`config.mk`:
```
export PLATFORM = sky130hd
export DESIGN_NAME = baud_tick_gen
export DESIGN_NICKNAME = d
export VERILOG_FILES = /design/src/rtl/baud_tick_pkg.sv /design/src/rtl/baud_tick_ctrl.sv /design/src/rtl/baud_tick_path.sv /design/src/rtl/baud_tick_gen.sv
export SDC_FILE = /design/constraint.sdc
export NUM_CORES = 1
export LEC_CHECK = 0
export ABC_AREA = 1
export BUFFER_PORTS_ARGS = -buffer_cell sky130_fd_sc_hd__buf_4
export CAP_MARGIN = 40
export CORE_MARGIN = 1
export CORE_UTILIZATION = 57
export CTS_BUF_LIST = sky130_fd_sc_hd__clkbuf_8
export CTS_CLUSTER_DIAMETER = 60
export DETAILED_ROUTE_END_ITERATION = 10
export PLACE_DENSITY = 0.88
export SLEW_MARGIN = 20
export SYNTH_ARGS = -nofsm -noshare
export SYNTH_HDL_FRONTEND = slang
export SYNTH_SLANG_ARGS = --single-unit
```
`constraint.sdc`:
```
create_clock -name clk -period 2.2 [get_ports clk]
set_input_delay 0.11 -clock clk [delete_from_list [all_inputs] [get_ports clk]]
set_output_delay 0.11 -clock clk [all_outputs]
set_load 0.005 [all_outputs]
```
`src/rtl/baud_tick_pkg.sv`:
```
package baud_tick_pkg;

  // Strobes from the control half to the counting datapath.
  typedef struct packed {
    logic restart;  // clear count and suppress the pulse this cycle
    logic run;      // a nonzero period is in force
  } tickStrobe_t;

endpackage

```
`src/rtl/baud_tick_ctrl.sv`:
```
module baud_tick_ctrl
  import baud_tick_pkg::*;
#(
  parameter int DIV_W    = 16,
  parameter int PRESCALE = 4,
  parameter int CNT_W    = DIV_W + $clog2(PRESCALE)
) (
  input  logic             clk,
  input  logic             rstN,
  input  logic [DIV_W-1:0] divisor,
  input  logic             divLoad,
  input  logic             highSpeed,
  output tickStrobe_t      strobe,
  output logic [CNT_W-1:0] curPeriod
);

  localparam int HS_BIT = DIV_W - 1;
  localparam int PS_W   = $clog2(PRESCALE);
  localparam bit PS_POW2 = (PRESCALE == (1 << PS_W));

  logic [DIV_W-1:0] divReg;
  logic             hsReg;
  logic             hsSel;
  logic [CNT_W-1:0] scaledPeriod;
  logic [CNT_W-1:0] fastPeriod;

  // Divisor and high-speed bit are taken together on a load.
  always_ff @(posedge clk or negedge rstN) begin
    if (!rstN) begin
      divReg <= '0;
      hsReg  <= 1'b0;
    end else if (divLoad) begin
      divReg <= divisor;
      hsReg  <= highSpeed;
    end
  end

  // Normal path: period counted in prescaled units of the reference.
  generate
    if (PS_POW2) begin : g_shiftScale
      always_comb scaledPeriod = CNT_W'(divReg) << PS_W;
    end else begin : g_mulScale
      always_comb scaledPeriod = CNT_W'(divReg) * CNT_W'(PRESCALE);
    end
  endgenerate

  // Fast path: lower bits count single reference cycles.
  always_comb begin
    hsSel      = hsReg & divReg[HS_BIT];
    fastPeriod = CNT_W'(divReg[HS_BIT-1:0]);
    curPeriod  = hsSel ? fastPeriod : scaledPeriod;
  end

  always_comb begin
    strobe.restart = divLoad;
    strobe.run     = (curPeriod != '0);
  end

endmodule

```
`src/rtl/baud_tick_path.sv`:
```
module baud_tick_path
  import baud_tick_pkg::*;
#(
  parameter int CNT_W = 18
) (
  input  logic             clk,
  input  logic             rstN,
  input  tickStrobe_t      strobe,
  input  logic [CNT_W-1:0] period,
  output logic             tick
);

  logic [CNT_W-1:0] count;
  logic [CNT_W-1:0] lastCount;
  logic             atWrap;

  always_comb begin
    lastCount = period - CNT_W'(1);
    atWrap    = (count == lastCount);
  end

  always_ff @(posedge clk or negedge rstN) begin
    if (!rstN) begin
      count <= '0;
      tick  <= 1'b0;
    end else if (strobe.restart) begin
      count <= '0;
      tick  <= 1'b0;
    end else if (strobe.run) begin
      if (atWrap) begin
        count <= '0;
        tick  <= 1'b1;
      end else begin
        count <= count + CNT_W'(1);
        tick  <= 1'b0;
      end
    end else begin
      tick <= 1'b0;
    end
  end

endmodule

```
`src/rtl/baud_tick_gen.sv`:
```
module baud_tick_gen
  import baud_tick_pkg::*;
#(
  parameter int DIV_W    = 16,
  parameter int PRESCALE = 4
) (
  input  logic             clk,
  input  logic             rstN,
  input  logic [DIV_W-1:0] divisor,
  input  logic             divLoad,
  input  logic             highSpeed,
  output logic             tick16x
);

  localparam int CNT_W = DIV_W + $clog2(PRESCALE);

  tickStrobe_t      strobe;
  logic [CNT_W-1:0] curPeriod;

  baud_tick_ctrl #(
    .DIV_W(DIV_W), .PRESCALE(PRESCALE), .CNT_W(CNT_W)
  ) ctrl_i (
    .clk(clk), .rstN(rstN), .divisor(divisor), .divLoad(divLoad),
    .highSpeed(highSpeed), .strobe(strobe), .curPeriod(curPeriod)
  );

  baud_tick_path #(.CNT_W(CNT_W)) path_i (
    .clk(clk), .rstN(rstN), .strobe(strobe), .period(curPeriod),
    .tick(tick16x)
  );

endmodule

```
**Word-level counts from Yosys, hierarchy flattened**

Cells that the tools add are included.

- Add/subtract/negate cells: 2
- Equality and inequality tests: 1
- Mux-type cells: 7
- Bitwise gates (word level): 1
- Reduce and logical (&&, ||, !) cells: 2

Operator list:

| cell | count |
|---|---|
| $mux 18 | 4 |
| $add 18x1->18 const B | 1 |
| $eq 18x18->1 | 1 |
| $reduce_bool 18->1 | 1 |
| $sub 18x1->18 const B | 1 |
| $mux 1 | 3 |
| $reduce_bool 2->1 | 1 |
| $and 1x1->1 | 1 |

- Bits in registers: 36
- Input port bits: 20
- Logic and storage cells: 17

**Depth between registers and ports, before layout**

- Depth in word-level cells: 7
- Depth in mapped cells: 19

**By module**

From an unflattened synthesis, not the netlist that was laid out.

- Cell total of the unflattened synthesis: 403
- Area, all modules: 2890.3 um^2

By module, submodules not included:

| module | instances | cells each | area an instance (um^2) |
|---|---|---|---|
| baud_tick_path | 1 | 291 | 1899.3 |
| baud_tick_ctrl | 1 | 112 | 991.0 |

**Worst setup path after synthesis**

OpenSTA, ideal clock, no wires.

- Path type: register to register
- Start: register ctrl_i.hsReg
- End: register path_i.count[0]
- Arrival: 2.007 ns
- Setup slack: 0.077 ns
- Cell stages (with the launch flop): 18
- Period minus slack after synthesis: 2.123 ns
- Cell sequence: dfrtp_1 -> buf_6 -> nand2_8 -> buf_6 -> inv_2 -> nand2_1 -> ha_1 -> nand3_1 -> nor2_2 -> nand2_1 -> nor2_4 -> nand2_1 -> nand2_1 -> nand3_2 -> nor2_4 -> nand3_4 -> nand2_1 -> nand2_1

- Longest elaborated chain between the ends: 7

Ends and longest elaborated chain:

| item | line | RTL |
|---|---|---|
| from (decl) | baud_tick_ctrl.sv:22 | `logic hsReg;` |
| from (signal assigned) | baud_tick_ctrl.sv:34 | `hsReg <= highSpeed;` |
| $and 1x1->1 (*) | baud_tick_ctrl.sv:49 | `hsSel = hsReg & divReg[HS_BIT];` |
| $mux 18 (*) | baud_tick_ctrl.sv:51 | `curPeriod = hsSel ? fastPeriod : scaledPeriod;` |
| $sub 18x1->18 | baud_tick_path.sv:18 | `lastCount = period - CNT_W'(1);` |
| $eq 18x18->1 | baud_tick_path.sv:19 | `atWrap = (count == lastCount);` |
| $mux 18 | baud_tick_path.sv:30 | `if (atWrap) begin` |
| $mux 18 | baud_tick_path.sv:29 | `end else if (strobe.run) begin` |
| $mux 18 | baud_tick_path.sv:26 | `end else if (strobe.restart) begin` |
| to (signal assigned) | baud_tick_path.sv:34 | `count <= count + CNT_W'(1);` |
| to (decl) | baud_tick_path.sv:13 | `logic [CNT_W-1:0] count;` |

Mark *: on every way between the ends. The rest lies on a longest branch, timed or not. The select of a mux whose other input is x is not followed.
A chain may end at the register's enable or synchronous reset.

**Worst setup path in the final report**

- Start: register ctrl_i.divReg[15]
- End: register path_i.count[12]

- Longest elaborated chain between the ends: 7

Ends and longest elaborated chain:

| item | line | RTL |
|---|---|---|
| from (decl) | baud_tick_ctrl.sv:21 | `logic [DIV_W-1:0] divReg;` |
| from (signal assigned) | baud_tick_ctrl.sv:33 | `divReg <= divisor;` |
| $and 1x1->1 | baud_tick_ctrl.sv:49 |  |
| $mux 18 (*) | baud_tick_ctrl.sv:51 |  |
| $sub 18x1->18 | baud_tick_path.sv:18 |  |
| $eq 18x18->1 | baud_tick_path.sv:19 |  |
| $mux 18 | baud_tick_path.sv:30 |  |
| $mux 18 | baud_tick_path.sv:29 |  |
| $mux 18 | baud_tick_path.sv:26 |  |

Marks and branches as above.

==> impl_metrics.env <==
export IMPL_status="finished, violations left"
export IMPL_violations="negative setup slack"
export IMPL_fp_row_count=26
export IMPL_worstSetupEndpoint="path_i.count[12]"
export IMPL_hold_viol_final=0
export IMPL_final_max_slew_viol_count=0
export IMPL_clk_latency_ps=300
export IMPL_setup_slack_ps=-192
export IMPL_grt_max_degree=37
export IMPL_wl_mm=9.19
export IMPL_grt_overflow_total=0
export IMPL_final_common_cell="nand2_1"
export IMPL_cts_buffers=5
export IMPL_setup_viol=19
export IMPL_clkTransAtPathRegs_ps=80
export IMPL_fillers=390
export IMPL_crit_path_cell_trace="nand2_8, clkbuf_16, buf_8, o21ai_4, nand2_2, nor2_2, nand2_1, nor2_2, nand2_1, nand2_1, nand2_1, nor2_4, nand3_2, nand2_1, nand2_1"
export IMPL_critPathArrivalTime_ps=2580
export IMPL_worst_pin_slew_ps=473
export IMPL_die_x_microns=76.5
export IMPL_vdd_ir_drop_max_mv=0.507
export IMPL_cts_sinks=36
export IMPL_via_per_inst=5.60
export IMPL_regArea_sq_um=903
export IMPL_antenna_found_initial=1
export IMPL_cp_max_fo=6
export IMPL_power_internal_mw=1.22
export IMPL_grt_pass1_wl_mm=14.4
export IMPL_remaining_drc_errors=0
export IMPL_drt_iter0_markers=472
export IMPL_hpwlAfterDp_mm=6.00
export IMPL_post_route_min_period_ps=2390
export IMPL_syn_area_per_cell_sq_um=6.17
export IMPL_n_antenna_cell=0
export IMPL_synth_simple_area_share_pct=51.1
export IMPL_synth_compound_area_share_pct=5.82
export IMPL_dpl_cell_area_sq_um=3440
export IMPL_ff2ff_path_depth=15
export IMPL_mostFrequentLayoutCells="201 x nand2_1, 47 x inv_1, 45 x buf_4"
export IMPL_grt_use_total_pct=30.6
export IMPL_cts_htree_levels=2
export IMPL_cts_root_buffer="clkbuf_8"
export IMPL_finalSetupTns_ps=-2940
export IMPL_layout_drive_gt1_share_pct=24.9
export IMPL_cts_tree="done"
export IMPL_dp_slack_ps=-120
export IMPL_cp_required_ps=2390
export IMPL_critPathMaxStageDelay_ps=460
export IMPL_crit_top_cell="nand2_1"
export IMPL_clock_skew_ps=12.2
export IMPL_ys_types=32
export IMPL_drv_cap=0
export IMPL_p_sw_mw=0.747
export IMPL_start_util_pct=60.3
export IMPL_cp_num_cells=15
export IMPL_combPwrFrac_pct=37.5
export IMPL_rrSetupSlack_ps=-190
export IMPL_power_per_cell_area_nw_per_um2=499
export IMPL_power_leakage_nw=1.95
export IMPL_worstSetupPathType="reg2reg"
export IMPL_syn_to_final_growth_pct=24.8
export IMPL_stdcell_area_sq_um=3940
export IMPL_hold_path_class="in2reg"
export IMPL_syn_nets=534
export IMPL_power_total_mw=1.97
export IMPL_slew_headroom_pct=68.5
export IMPL_ys_seq_area_share_pct=28.5
export IMPL_drtPass1Iterations=5
export IMPL_ys_ff_latch=36
export IMPL_worst_path_buf_inv=2
export IMPL_worstSetupStartpoint="ctrl_i.divReg[15]"
export IMPL_final_nets=583
export IMPL_clkPwrFrac_pct=25.2
export IMPL_dieHeight_microns=76.5
export IMPL_seq_power_share_pct=37.4
export IMPL_gp_congestion=0.907
export IMPL_slowest_stage="dfrtp_2"
export IMPL_postRouteAntennaNets=0
export IMPL_synthMuxAreaShare_pct=0
export IMPL_fin_util_pct=75.3
export IMPL_grt_pass1_vias=3231
export IMPL_wire_per_inst_microns=14.5
export IMPL_core_sq_um=5240
export IMPL_synth_top_family_by_area="simple AND/OR/NAND/NOR gates"
export IMPL_switching_share_pct=37.9
export IMPL_end_kind="flip-flop"
export IMPL_syn_area_sq_um=3160
export IMPL_rsz0062_at_grt="true"
export IMPL_r2r_end="path_i.count[12]"
export IMPL_r2r_start="ctrl_i.divReg[15]"
export IMPL_die_area_sq_um=5840
export IMPL_synth_area_leaders="dfrtp_1 29%, nand2_1 26%, nand3_1 6.7%"
export IMPL_synth_xor_area_share_pct=4.16
export IMPL_yosysTopAreaCell="dfrtp_1"
export IMPL_synth_warnings=0
export IMPL_multi_input_area_sq_um=2190
export IMPL_yosys_area_share_adder_pct=0.792
export IMPL_pin_count=21
export IMPL_netlist_area_leader_share_pct=28.5
export IMPL_cp_start_kind="flip-flop"
export IMPL_post_route_period_util_pct=109
export IMPL_portBuffers=20
export IMPL_timing_fmax_ghz=0.418
export IMPL_via_count=3540
export IMPL_cts_buffer_depth=2
export IMPL_cp_top_family="simple AND/OR/NAND/NOR gates"
export IMPL_netlist_instances=512
[stage by stage]
step	hold WS, ps	cells
3_3_place_gp	91.8	606
2_1_floorplan	-186	512
4_1_cts	17.4	618
6_report	13.6	632
5_1_grt	22.2	632
3_5_place_dp	97.9	606
[layout make-up]
type,instances,area share [%]
Timing Repair Buffer,54,12.2
Tap cell,70,2.22
Clock inverter,2,0.190
Clock buffer,6,2.09
Sequential cell,36,22.9
Multi-Input combinational cell,413,55.5
Inverter,51,4.86
[metal layers]
layer	GRT usage (%)	vias up	share of wire [%]
li1	-	1686	-
met1	37.3	1627	40
met2	52.0	182	48
met3	6.59	43	7.4
met4	13.1	2	4.2
met5	0	-	0.14
[sequential cells by signal (all words and copies together), names as in the netlist]
name           count
path_i.count      18
ctrl_i.hsReg       1
path_i.tick        1
ctrl_i.divReg     16
[synthesized netlist by cell type, drive strengths merged]
library cell	instances
a21oi	6
a31oi	1
and3	1
buf	9
clkbuf	5
clkinv	1
dfrtp	36
ha	2
inv	50
nand2	231
nand3	45
nand3b	1
nand4	9
nor2	66
nor3	5
nor3b	3
o21ai	25
o21bai	1
xnor2	6
xor2	9
[power groups by stage]
stage	Clock (mW)	Sequential, mW	Combinational, mW
floorplan	0	0.728	0.437
global placement	0	0.741	0.563
detailed placement	0	0.744	0.579
CTS	0.494	0.734	0.609
global route	0.522	0.739	0.811
finish	0.495	0.736	0.737
[cell families after synthesis]
family	Yosys count
compound gates	33
xor+xnor	15
fa+ha+maj	2
buf+inv	65
flops	36
simple gates	361
[worst register-to-register path, delay by kind of cell, from the launching register on]
family          cells  cell delay, ps
simple gates       12            1300
flops               1             460
buf+inv             2             310
compound gates      1             230
[worst min-delay path by stage]
stage | start | to | cells past startpoint | slack, ps
2_1_floorplan | rstN | ctrl_i.divReg[0] | 0 | -190
3_3_place_gp | rstN | ctrl_i.divReg[3] | 1 | 90
3_5_place_dp | rstN | ctrl_i.divReg[3] | 1 | 100
4_1_cts | divisor[3] | ctrl_i.divReg[3] | 3 | 20
5_1_grt | divisor[6] | ctrl_i.divReg[6] | 3 | 20
6_report | divisor[3] | ctrl_i.divReg[3] | 3 | 10
[what timing repair did]
action | CTS | global route
setup buffers | 2 | 13
hold buffers | 1 | 0
endpoints found under the hold margin | 36 | 0
gates resized for setup | 19 | 47
pin swaps | 15 | 30
endpoints found under the setup margin | 19 | 19
cloned | 1 | 2
Power figures use the tool's default switching activity.
